==> src/rtl/gpio_od_pkg.sv <==
package gpio_od_pkg;

    parameter int unsigned BANK_W = 8;

    // Burst-write sequencer states
    typedef enum logic {
        WS_IDLE,
        WS_ARMED
    } wr_state_t;

    // Per-line drive states
    typedef enum logic [1:0] {
        DRV_OFF,
        DRV_PUSH,
        DRV_SINK,
        DRV_SOURCE
    } drv_mode_t;

endpackage

==> src/rtl/gpio_od_sync.sv <==
module gpio_od_sync #(
    parameter int unsigned WIDTH = 24
) (
    input  logic             clk,
    input  logic             rst_n,
    input  logic [WIDTH-1:0] async_in,
    output logic [WIDTH-1:0] sync_out
);

    logic [WIDTH-1:0] stage1_q;
    logic [WIDTH-1:0] stage2_q;

    always_ff @(posedge clk) begin
        if (!rst_n) begin
            stage1_q <= '0;
            stage2_q <= '0;
        end else begin
            stage1_q <= async_in;
            stage2_q <= stage1_q;
        end
    end

    assign sync_out = stage2_q;

    // Checker: count edges since reset so the depth check never looks into reset time
    logic [1:0] warm_q;
    always_ff @(posedge clk) begin
        if (!rst_n) begin
            warm_q <= 2'd0;
        end else if (warm_q != 2'd2) begin
            warm_q <= warm_q + 2'd1;
        end
    end

    AST_SYNC_TWO_EDGES: assert property (@(posedge clk) disable iff (!rst_n)
        (warm_q == 2'd2) |-> (sync_out == $past(async_in, 2)));

endmodule

==> src/rtl/gpio_od_line_drv.sv <==
module gpio_od_line_drv
    import gpio_od_pkg::*;
(
    input  logic clk,
    input  logic rst_n,
    input  logic line_dir,
    input  logic line_en,
    input  logic line_style,
    input  logic line_dat,
    output logic line_oe,
    output logic line_out
);

    drv_mode_t mode_sel;

    always_comb begin
        if (!line_dir) begin
            mode_sel = DRV_OFF;
        end else if (!line_en) begin
            mode_sel = DRV_PUSH;
        end else if (!line_style) begin
            mode_sel = DRV_SINK;
        end else begin
            mode_sel = DRV_SOURCE;
        end
    end

    always_comb begin
        unique case (mode_sel)
            DRV_OFF: begin
                line_oe  = 1'b0;
                line_out = line_dat;
            end
            DRV_PUSH: begin
                line_oe  = 1'b1;
                line_out = line_dat;
            end
            DRV_SINK: begin
                line_oe  = ~line_dat;
                line_out = 1'b0;
            end
            DRV_SOURCE: begin
                line_oe  = line_dat;
                line_out = 1'b1;
            end
        endcase
    end

    AST_INPUT_NO_DRIVE: assert property (@(posedge clk) disable iff (!rst_n)
        !line_dir |-> !line_oe);

    AST_PUSH_BOTH_LEVELS: assert property (@(posedge clk) disable iff (!rst_n)
        (line_dir && !line_en) |-> (line_oe && (line_out == line_dat)));

    AST_SINK_NEVER_HIGH: assert property (@(posedge clk) disable iff (!rst_n)
        (line_dir && line_en && !line_style) |-> !(line_oe && line_out));

    AST_SOURCE_NEVER_LOW: assert property (@(posedge clk) disable iff (!rst_n)
        (line_dir && line_en && line_style) |-> !(line_oe && !line_out));

endmodule

==> src/rtl/gpio_od_regs.sv <==
module gpio_od_regs
    import gpio_od_pkg::*;
#(
    parameter int unsigned NUM_BANKS = 3,
    parameter int unsigned ADDR_W    = 8,
    parameter int unsigned DATA_BASE = 'h00,
    parameter int unsigned DIR_BASE  = 'h10,
    parameter int unsigned STY_BASE  = 'h20
) (
    input  logic                                clk,
    input  logic                                rst_n,
    input  logic [ADDR_W-1:0]                   bus_addr,
    input  logic [BANK_W-1:0]                   bus_wdata,
    input  logic                                bus_wr,
    output logic [BANK_W-1:0]                   bus_rdata,
    input  logic [NUM_BANKS-1:0][BANK_W-1:0]    pad_sync,
    output logic [NUM_BANKS-1:0][BANK_W-1:0]    dat_q,
    output logic [NUM_BANKS-1:0][BANK_W-1:0]    dir_q,
    output logic [NUM_BANKS-1:0][BANK_W-1:0]    sty_q,
    output logic [NUM_BANKS-1:0][BANK_W-1:0]    ena_q
);

    localparam int unsigned BIDX_W = (NUM_BANKS > 1) ? $clog2(NUM_BANKS) : 1;

    // Address decode, one hit vector per register kind
    logic [NUM_BANKS-1:0] hit_dat;
    logic [NUM_BANKS-1:0] hit_msk;
    logic [NUM_BANKS-1:0] hit_dir;
    logic [NUM_BANKS-1:0] hit_sty;
    logic [NUM_BANKS-1:0] hit_ena;

    always_comb begin
        for (int b = 0; b < NUM_BANKS; b++) begin
            hit_dat[b] = (bus_addr == ADDR_W'(DATA_BASE + 2 * b));
            hit_msk[b] = (bus_addr == ADDR_W'(DATA_BASE + 2 * b + 1));
            hit_dir[b] = (bus_addr == ADDR_W'(DIR_BASE + b));
            hit_sty[b] = (bus_addr == ADDR_W'(STY_BASE + 2 * b));
            hit_ena[b] = (bus_addr == ADDR_W'(STY_BASE + 2 * b + 1));
        end
    end

    // Burst-write sequencer
    wr_state_t         st_q, st_d;
    logic [BIDX_W-1:0] arm_bank_q, arm_bank_d;
    logic [BANK_W-1:0] stage_q, stage_d;
    logic              commit;

    always_comb begin
        st_d       = st_q;
        arm_bank_d = arm_bank_q;
        stage_d    = stage_q;
        commit     = 1'b0;
        if (bus_wr) begin
            st_d = WS_IDLE;
            unique case (st_q)
                WS_IDLE:  commit = 1'b0;
                WS_ARMED: commit = hit_msk[arm_bank_q];
            endcase
            for (int b = 0; b < NUM_BANKS; b++) begin
                if (hit_dat[b]) begin
                    st_d       = WS_ARMED;
                    arm_bank_d = BIDX_W'(b);
                    stage_d    = bus_wdata;
                end
            end
        end
    end

    always_ff @(posedge clk) begin
        if (!rst_n) begin
            st_q       <= WS_IDLE;
            arm_bank_q <= '0;
            stage_q    <= '0;
        end else begin
            st_q       <= st_d;
            arm_bank_q <= arm_bank_d;
            stage_q    <= stage_d;
        end
    end

    // Register file
    always_ff @(posedge clk) begin
        if (!rst_n) begin
            dat_q <= '0;
            dir_q <= '0;
            sty_q <= '0;
            ena_q <= '0;
        end else if (bus_wr) begin
            for (int b = 0; b < NUM_BANKS; b++) begin
                if (commit && (arm_bank_q == BIDX_W'(b))) begin
                    dat_q[b] <= (dat_q[b] & ~bus_wdata) | (stage_q & bus_wdata);
                end
                if (hit_dir[b]) dir_q[b] <= bus_wdata;
                if (hit_sty[b]) sty_q[b] <= bus_wdata;
                if (hit_ena[b]) ena_q[b] <= bus_wdata;
            end
        end
    end

    // Read mux
    always_comb begin
        bus_rdata = '0;
        for (int b = 0; b < NUM_BANKS; b++) begin
            if (hit_dat[b]) bus_rdata = pad_sync[b];
            if (hit_dir[b]) bus_rdata = dir_q[b];
            if (hit_sty[b]) bus_rdata = sty_q[b];
            if (hit_ena[b]) bus_rdata = ena_q[b];
        end
    end

    AST_DATA_ONLY_ON_COMMIT: assert property (@(posedge clk) disable iff (!rst_n)
        (bus_wr && !commit) |=> $stable(dat_q));

    AST_NO_WRITE_NO_CHANGE: assert property (@(posedge clk) disable iff (!rst_n)
        !bus_wr |=> ($stable(dat_q) && $stable(dir_q) && $stable(sty_q) && $stable(ena_q)));

    AST_COMMIT_NEEDS_ARM: assert property (@(posedge clk) disable iff (!rst_n)
        commit |-> (st_q == WS_ARMED));

endmodule

==> src/rtl/gpio_od_port.sv <==
module gpio_od_port
    import gpio_od_pkg::*;
#(
    parameter int unsigned NUM_BANKS = 3,
    parameter int unsigned ADDR_W    = 8,
    parameter int unsigned DATA_BASE = 'h00,
    parameter int unsigned DIR_BASE  = 'h10,
    parameter int unsigned STY_BASE  = 'h20
) (
    input  logic                          clk,
    input  logic                          rst_n,
    input  logic [ADDR_W-1:0]             bus_addr,
    input  logic [BANK_W-1:0]             bus_wdata,
    input  logic                          bus_wr,
    output logic [BANK_W-1:0]             bus_rdata,
    input  logic [NUM_BANKS*BANK_W-1:0]   pad_in,
    output logic [NUM_BANKS*BANK_W-1:0]   pad_out,
    output logic [NUM_BANKS*BANK_W-1:0]   pad_oe
);

    localparam int unsigned LINES = NUM_BANKS * BANK_W;

    logic [LINES-1:0]                  pad_sync;
    logic [NUM_BANKS-1:0][BANK_W-1:0]  dat_q;
    logic [NUM_BANKS-1:0][BANK_W-1:0]  dir_q;
    logic [NUM_BANKS-1:0][BANK_W-1:0]  sty_q;
    logic [NUM_BANKS-1:0][BANK_W-1:0]  ena_q;
    logic [LINES-1:0]                  line_dat;
    logic [LINES-1:0]                  line_dir;
    logic [LINES-1:0]                  line_sty;
    logic [LINES-1:0]                  line_ena;

    gpio_od_sync #(
        .WIDTH (LINES)
    ) u_sync (
        .clk      (clk),
        .rst_n    (rst_n),
        .async_in (pad_in),
        .sync_out (pad_sync)
    );

    gpio_od_regs #(
        .NUM_BANKS (NUM_BANKS),
        .ADDR_W    (ADDR_W),
        .DATA_BASE (DATA_BASE),
        .DIR_BASE  (DIR_BASE),
        .STY_BASE  (STY_BASE)
    ) u_regs (
        .clk       (clk),
        .rst_n     (rst_n),
        .bus_addr  (bus_addr),
        .bus_wdata (bus_wdata),
        .bus_wr    (bus_wr),
        .bus_rdata (bus_rdata),
        .pad_sync  (pad_sync),
        .dat_q     (dat_q),
        .dir_q     (dir_q),
        .sty_q     (sty_q),
        .ena_q     (ena_q)
    );

    assign line_dat = dat_q;
    assign line_dir = dir_q;
    assign line_sty = sty_q;
    assign line_ena = ena_q;

    for (genvar i = 0; i < LINES; i++) begin : g_line
        gpio_od_line_drv u_drv (
            .clk        (clk),
            .rst_n      (rst_n),
            .line_dir   (line_dir[i]),
            .line_en    (line_ena[i]),
            .line_style (line_sty[i]),
            .line_dat   (line_dat[i]),
            .line_oe    (pad_oe[i]),
            .line_out   (pad_out[i])
        );
    end

endmodule

==> config.mk <==
export PLATFORM = sky130hd
export DESIGN_NAME = gpio_od_port
export DESIGN_NICKNAME = d
export VERILOG_FILES = /design/src/rtl/gpio_od_pkg.sv /design/src/rtl/gpio_od_sync.sv /design/src/rtl/gpio_od_line_drv.sv /design/src/rtl/gpio_od_regs.sv /design/src/rtl/gpio_od_port.sv
export SDC_FILE = /design/constraint.sdc
export NUM_CORES = 1
export LEC_CHECK = 0
export CORE_ASPECT_RATIO = 1.25
export CORE_MARGIN = 2
export CORE_UTILIZATION = 45
export DETAILED_ROUTE_END_ITERATION = 7
export PLACE_DENSITY_LB_ADDON = 0.12
export SYNTH_ARGS = -nofsm -noshare
export SYNTH_HDL_FRONTEND = slang
export SYNTH_SLANG_ARGS = --single-unit
==> constraint.sdc <==
create_clock -name clk -period 4.6 [get_ports clk]
set_clock_uncertainty 0.05 [all_clocks]
set_input_delay 1.38 -clock clk [delete_from_list [all_inputs] [get_ports clk]]
set_output_delay 1.38 -clock clk [all_outputs]
set_load 0.01 [all_outputs]
======== Word level (Yosys, flattened, before mapping) ========
Cells that the tools add are included.
word-level totals
  bits in registers ....................... 155
  input bits .............................. 43
  output and inout bits ................... 56
  word-level logic and storage cells ...... 351
operators by class
  order comparisons ....................... 1
  equality and inequality tests ........... 88
  multiplexer cells ....................... 145
  bitwise gates (word level) .............. 33
  reduce and logical (&&, ||, !) cells .... 67
operators by type and width
  cell                                                  count
  two-way mux 8 bit                                     15
  two-way mux 2 bit                                     51
  equality test 2 bit (second input constant)           49
  one-hot mux 1 bit (4 select lines)                    24
  one-hot mux 1 bit (3 select lines)                    24
  equality test 2 x 1 -> 1 bit (second input constant)  25
  logical NOT 2 bit                                     25
  equality test 8 x 6 -> 1 bit (second input constant)  6
  OR reduction 2 bit                                    24
  bitwise AND 8 bit                                     4
  two-way mux 1 bit                                     29
  AND reduction 2 bit                                   13
  NOT 1 bit                                             25
  equality test 8 x 5 -> 1 bit (second input constant)  3
  OR 8 bit                                              3
  equality test 8 x 2 -> 1 bit (second input constant)  2
  equality test 8 x 3 -> 1 bit (second input constant)  2
  equality test 8 x 1 -> 1 bit (second input constant)  1
  logical NOT 8 bit                                     1
  NOT 8 bit                                             1
  logical AND 1 bit                                     3
  < comparator 2 x 3 -> 1 bit (second input constant)   1
  nonzero test 3 bit                                    1
  binary-select mux 1 bit (select 2 bit)                1
  one-hot mux 1 bit (2 select lines)                    1

======== Logic depth before layout (Yosys ltp) ========
  depth after elaboration ................. 13
  gate-level depth with buffers ........... 8
  depth with buffers taken out ............ 5

======== Hierarchy ========
A second synthesis with hierarchy kept.
second synthesis, totals
  cells, all modules ...................... 843
  area total of the unflattened synthesis .. 7482.2 µm²
by module, submodules not included
  module            instances  cells each  area an instance (µm²)  sequential area each (µm²)
  gpio_od_regs      1          646         5310.1                  2142.1
  gpio_od_sync      1          101         1331.3                  960.9
  gpio_od_line_drv  24         4           35.0                    0.0

======== Least setup slack after synthesis ========
Ideal clock, no wire load.
  path type ............................... input port to output port
  from .................................... input bus_addr[0]
  to ...................................... output bus_rdata[4]
  arrival time ............................ 3.058 ns
  slack ................................... 0.112 ns
  stages on the path ...................... 7
  path through ............................ clkbuf_1 -> buf_2 -> buf_1 -> mux2_2 -> a22oi_1 -> o221ai_1 -> a221o_1
between the ends
  word-level cells in the longest chain between the ends .. 13
  elaborated cells on any way between the ends .. 24
RTL lines
  item                 RTL line             text
  start: declaration   gpio_od_port.sv:12   input logic [ADDR_W-1:0] bus_addr,
  logical NOT 8 bit    gpio_od_regs.sv:34   hit_dat[b] = (bus_addr == ADDR_W'(DATA_BASE + 2 * b));
  two-way mux 8 bit    gpio_od_regs.sv:104  if (hit_dat[b]) bus_rdata = pad_sync[b];
  two-way mux 8 bit    gpio_od_regs.sv:105  if (hit_dir[b]) bus_rdata = dir_q[b];
  two-way mux 8 bit    gpio_od_regs.sv:106  if (hit_sty[b]) bus_rdata = sty_q[b];
  two-way mux 8 bit    gpio_od_regs.sv:107  if (hit_ena[b]) bus_rdata = ena_q[b];
  two-way mux 8 bit    gpio_od_regs.sv:104
  two-way mux 8 bit    gpio_od_regs.sv:105
  two-way mux 8 bit    gpio_od_regs.sv:106
  two-way mux 8 bit    gpio_od_regs.sv:107
  two-way mux 8 bit    gpio_od_regs.sv:104
  two-way mux 8 bit    gpio_od_regs.sv:105
  two-way mux 8 bit    gpio_od_regs.sv:106
  two-way mux 8 bit *  gpio_od_regs.sv:107
  end: declaration     gpio_od_port.sv:15   output logic [BANK_W-1:0] bus_rdata,
Every way passes the cells marked *; elsewhere a longest branch is shown, timed or not.

======== Worst setup path in the final report ========
  from .................................... input bus_addr[0]
  to ...................................... output bus_rdata[1]
Same word-level chain as after synthesis.

==> results <==
- The arrival time at the worst endpoint is 3.12 ns.
- The number of max-capacitance violations reported is 0.
- The first-pass GRT wire length is 36900 µm.
- Clock tree synthesis selected as its root buffer the cell sky130_fd_sc_hd__clkbuf_16.
- The required time of the critical path is 3.17 ns.
- The CTS tree is done.
- The residual overflow from global routing is 0.
- The proportion of power drawn by flip-flops and latches is 0.461.
- Yosys printed 0 warnings.
- The number of antenna violations at the first check in global routing was 0.
- In the routed design, unresolved DRC markers number 0.
- The detailed router placed 6571 vias in this run.
- The number of nets in the synthesized netlist is 916.
- The number of antenna diodes in the final layout is 0.
- In the routed layout, each cell is associated on average with a via count of 5.49.
- The depth of the CTS H-tree is 4.
- The clock network power share is 0.469.
- The internal power of the cells totals 2270 µW.
- The kind of cell with the highest combined delay along the critical path is compound AO/OA/AOI/OAI gates.
- Across all setup checks in the final design, the least slack found is 0.0536 ns.
- In this run the power spent charging and discharging nets is 709 µW.
- Among all flip-flop cells after synthesis, the most frequent one is sky130_fd_sc_hd__dfxtp_1.
- After clock tree synthesis, the clock-pin slew on the worst setup and hold paths is 0.06 ns.
- In this run, synthesis inferred 0 flip-flops with an integrated enable.
- Final hold analysis gives a worst-case slack of 0.383 ns.
- The pin count of the biggest net entering global routing is 110.
- At the end of the flow the core is filled with cells to 0.580.
- The CTS buffer count is 17.
- Subtracting the final worst setup slack from the clock period gives 4.55 ns.
- The critical path goes through buf_4, buf_6, buf_4, and3b_1, buf_4, a222oi_1, o22ai_2, a221o_1, buf_2.
- The fraction of the yosys area taken by sequential cells is 0.398.
- The share of total power dissipated in combinational logic is 0.070.
- The element type at the critical path end is an output pin.
- Counting every sink on the clock net gives 155.
- Setup violations remaining at the end of the flow were counted as 0.
- The count of hold-fix buffers inserted at cts is 0.
- The layout overhead on the synthesized area is 25.8%.
- The total half-perimeter wirelength after legalization and detailed placement is 17300 µm.
- The top fanout value on the critical path is 8.
- In this run the tightest slew margin relative to its limit is 0.454.
- For this design the top-level I/O count stands at 99.
- For the worst flop-to-flop path, the logic depth is 6.
- The maximum clock frequency is 220 MHz.
- The iteration-0 DRC count of the detailed router is 407.
- Wires add up to 23900 µm.
- The run finished with clean final reports.
- In this run the horizontal extent of the chip is 122 µm.
- The flip-flop and latch count after synthesis is 155.
- The post-synthesis cell count is 873.
- Before CTS, the worst setup slack after placement is -0.792 ns.
- The per-instance average area after synthesis is 8.94 µm².
- The total power density per cell area is 303 nW/µm².
- In this run the number of cells on the critical path is 9.
- The maximum clock insertion buffer count is 2.
- The stage delay of the slowest cell on the critical path is 0.38 ns.
- The placer's final routability congestion estimate is 0.931.
- In this run, distinct cell masters in the synthesized netlist total 56.
- The clock reaches the later pin of the worst-skew pair after 0.42 ns.
- The max-slew violation total from the final report is 0.
- STA classifies the critical path startpoint as a primary input.
- The post-detailed-route count of antenna-violating nets is 0.
- The core footprint is 16900 µm².
- For this design the static power due to leakage is 0.00394 µW.
- The type of the worst setup path is in2out.
- Of the total power, the share spent switching nets is 0.238.
- The floorplan row count is 53.
- At the end of the flow, the number of nets in the layout was 1006.
- For this run, the total global-route usage over all layers was measured as 0.268.
- The worst min-delay path class is reg2reg.
- The count of buffers added on input and output ports is 98.
- The maximum vdd ir drop is 222 µV.
- In the final layout, the share of cells above drive strength 1 is 0.195.
- The design draws 2970 µW.
- The share of the cycle needed by the critical path after routing is 0.988.
- At the pin with the least slew margin, the transition time is 0.819 ns.
- After detailed routing, the average wire length per cell comes to 20.0 µm.
- The final hold violation count was 0.
- The first TritonRoute pass finished after 5 iterations.
- The die covers 18400 µm².
- Counting instances, the worst hold path has a depth of 1.
- The post-synth design cell area is 7800 µm².
- By instance count, the cell type seen most on the critical path is sky130_fd_sc_hd__buf_4.
- The initial core utilization is 0.461.
- The slowest library cell on the worst path is sky130_fd_sc_hd__a222oi_1.
- The fraction of synthesis flops using an asynchronous set or reset pin is 0.
- The number of buffers and inverters on the critical path is 5.
- The via count of the first global-routing pass is 6436.
- Setup repair after global routing left no endpoint under its margin.
- The die span in y is 151 µm.
[final timing paths]
check / start / to / slack, ns
setup reg to reg: u_regs.st_q / flop / 2.63
hold reg to reg: u_sync.stage1_q[23] / u_sync.sync_out[23] / 0.38
hold / removal: u_sync.stage1_q[23] / u_sync.sync_out[23] / 0.38
setup / recovery: bus_addr[0] / bus_rdata[1] / 0.05
[worst reg2reg max path, cell delays in order, from the launching register on]
cell and delay (ns):
sky130_fd_sc_hd__dfxtp_1 0.33, sky130_fd_sc_hd__nand3b_1 0.17, sky130_fd_sc_hd__or3_4 0.41, sky130_fd_sc_hd__nor4_4 0.43, sky130_fd_sc_hd__buf_4 0.23, sky130_fd_sc_hd__nand2_1 0.08
sky130_fd_sc_hd__mux2i_1 0.16
[metal layers]
| metal | global-route usage | up-vias | share of wire |
|---|---|---|---|
| met4 | 0.128 | 0 | 0.039 |
| met5 | 0 | - | 0 |
| met3 | 0.0448 | 49 | 0.043 |
| met1 | 0.338 | 3161 | 0.43 |
| li1 | - | 3159 | - |
| met2 | 0.446 | 202 | 0.49 |
[placed cells by master, fill, tap and decap left out, drive strengths merged, types with 5 or more instances in the layout]
cell type / instances
dfxtp: 155
nand2: 148
buf: 88
a21boi: 82
clkdlybuf4s50: 81
mux2i: 59
nand3: 53
and2: 53
nor2b: 41
mux2: 35
xor2: 24
clkbuf: 21
nor2: 16
a22oi: 12
o21ai: 11
a21oi: 8
nor4b: 6
a221o: 5
clkinv: 5
[synthesized netlist by cell type (4+ instances only)]
master	n	area share
sky130_fd_sc_hd__a2111oi_0	4	0.0045
sky130_fd_sc_hd__a21boi_0	81	0.078
sky130_fd_sc_hd__a21oi_1	8	0.0051
sky130_fd_sc_hd__a221o_1	5	0.0064
sky130_fd_sc_hd__a22oi_1	12	0.012
sky130_fd_sc_hd__a311oi_1	4	0.0045
sky130_fd_sc_hd__and2_1	51	0.041
sky130_fd_sc_hd__buf_1	5	0.0024
sky130_fd_sc_hd__buf_2	10	0.0064
sky130_fd_sc_hd__buf_4	48	0.046
sky130_fd_sc_hd__clkbuf_1	42	0.020
sky130_fd_sc_hd__dfxtp_1	155	0.40
sky130_fd_sc_hd__mux2_2	35	0.051
sky130_fd_sc_hd__mux2i_1	59	0.076
sky130_fd_sc_hd__nand2_1	148	0.071
sky130_fd_sc_hd__nand3_1	53	0.034
sky130_fd_sc_hd__nor2_1	16	0.0077
sky130_fd_sc_hd__nor2b_1	41	0.033
sky130_fd_sc_hd__o21ai_0	10	0.0064
sky130_fd_sc_hd__xor2_1	24	0.027
[cell type report]
cell class,instances,area [µm²]
clock buffer,20,467
tap,220,275
clock inverter,12,129
sequential,155,3100
fill,1500,7100
multi-input combinational,613,4260
timing repair buffer,176,1580
[power groups by stage]
stage          clock network, µW  registers (µW)  logic, µW
6_report                    1400            1370        207
5_1_grt                     1490            1370        221
4_1_cts                     1430            1370        204
3_5_place_dp                   0            1400        193
3_3_place_gp                   0            1400        191
2_1_floorplan                  0            1400       93.8
[logic make-up (layout without fill, tap and decap cells)]
logic type	Yosys count	in the layout	synth area share
flip-flops	155	155	0.398
AO/OA/AOI/OAI	151	151	0.146
multiplexers	94	94	0.126
XOR/XNOR	24	24	0.0269
AND/OR/NAND/NOR	344	344	0.228
buffers and inverters	105	208	0.0752
[repair_timing]
item                                    CTS  global route
pin swaps                                18             9
gates cloned                              2             0
buffers inserted                          4             0
gates resized for setup                  92             7
endpoints found under the setup margin    8             7
[metrics by stage]
step	cell area, µm²	TNS (ns)	cells
2_1_floorplan	7800	0	873
3_3_place_gp	9050	-5.63	1159
3_5_place_dp	9050	-5.66	1159
4_1_cts	9800	-0.0270	1196
5_1_grt	9810	0	1196
6_report	9810	0	1196
(Power assumes the default switching activity.)
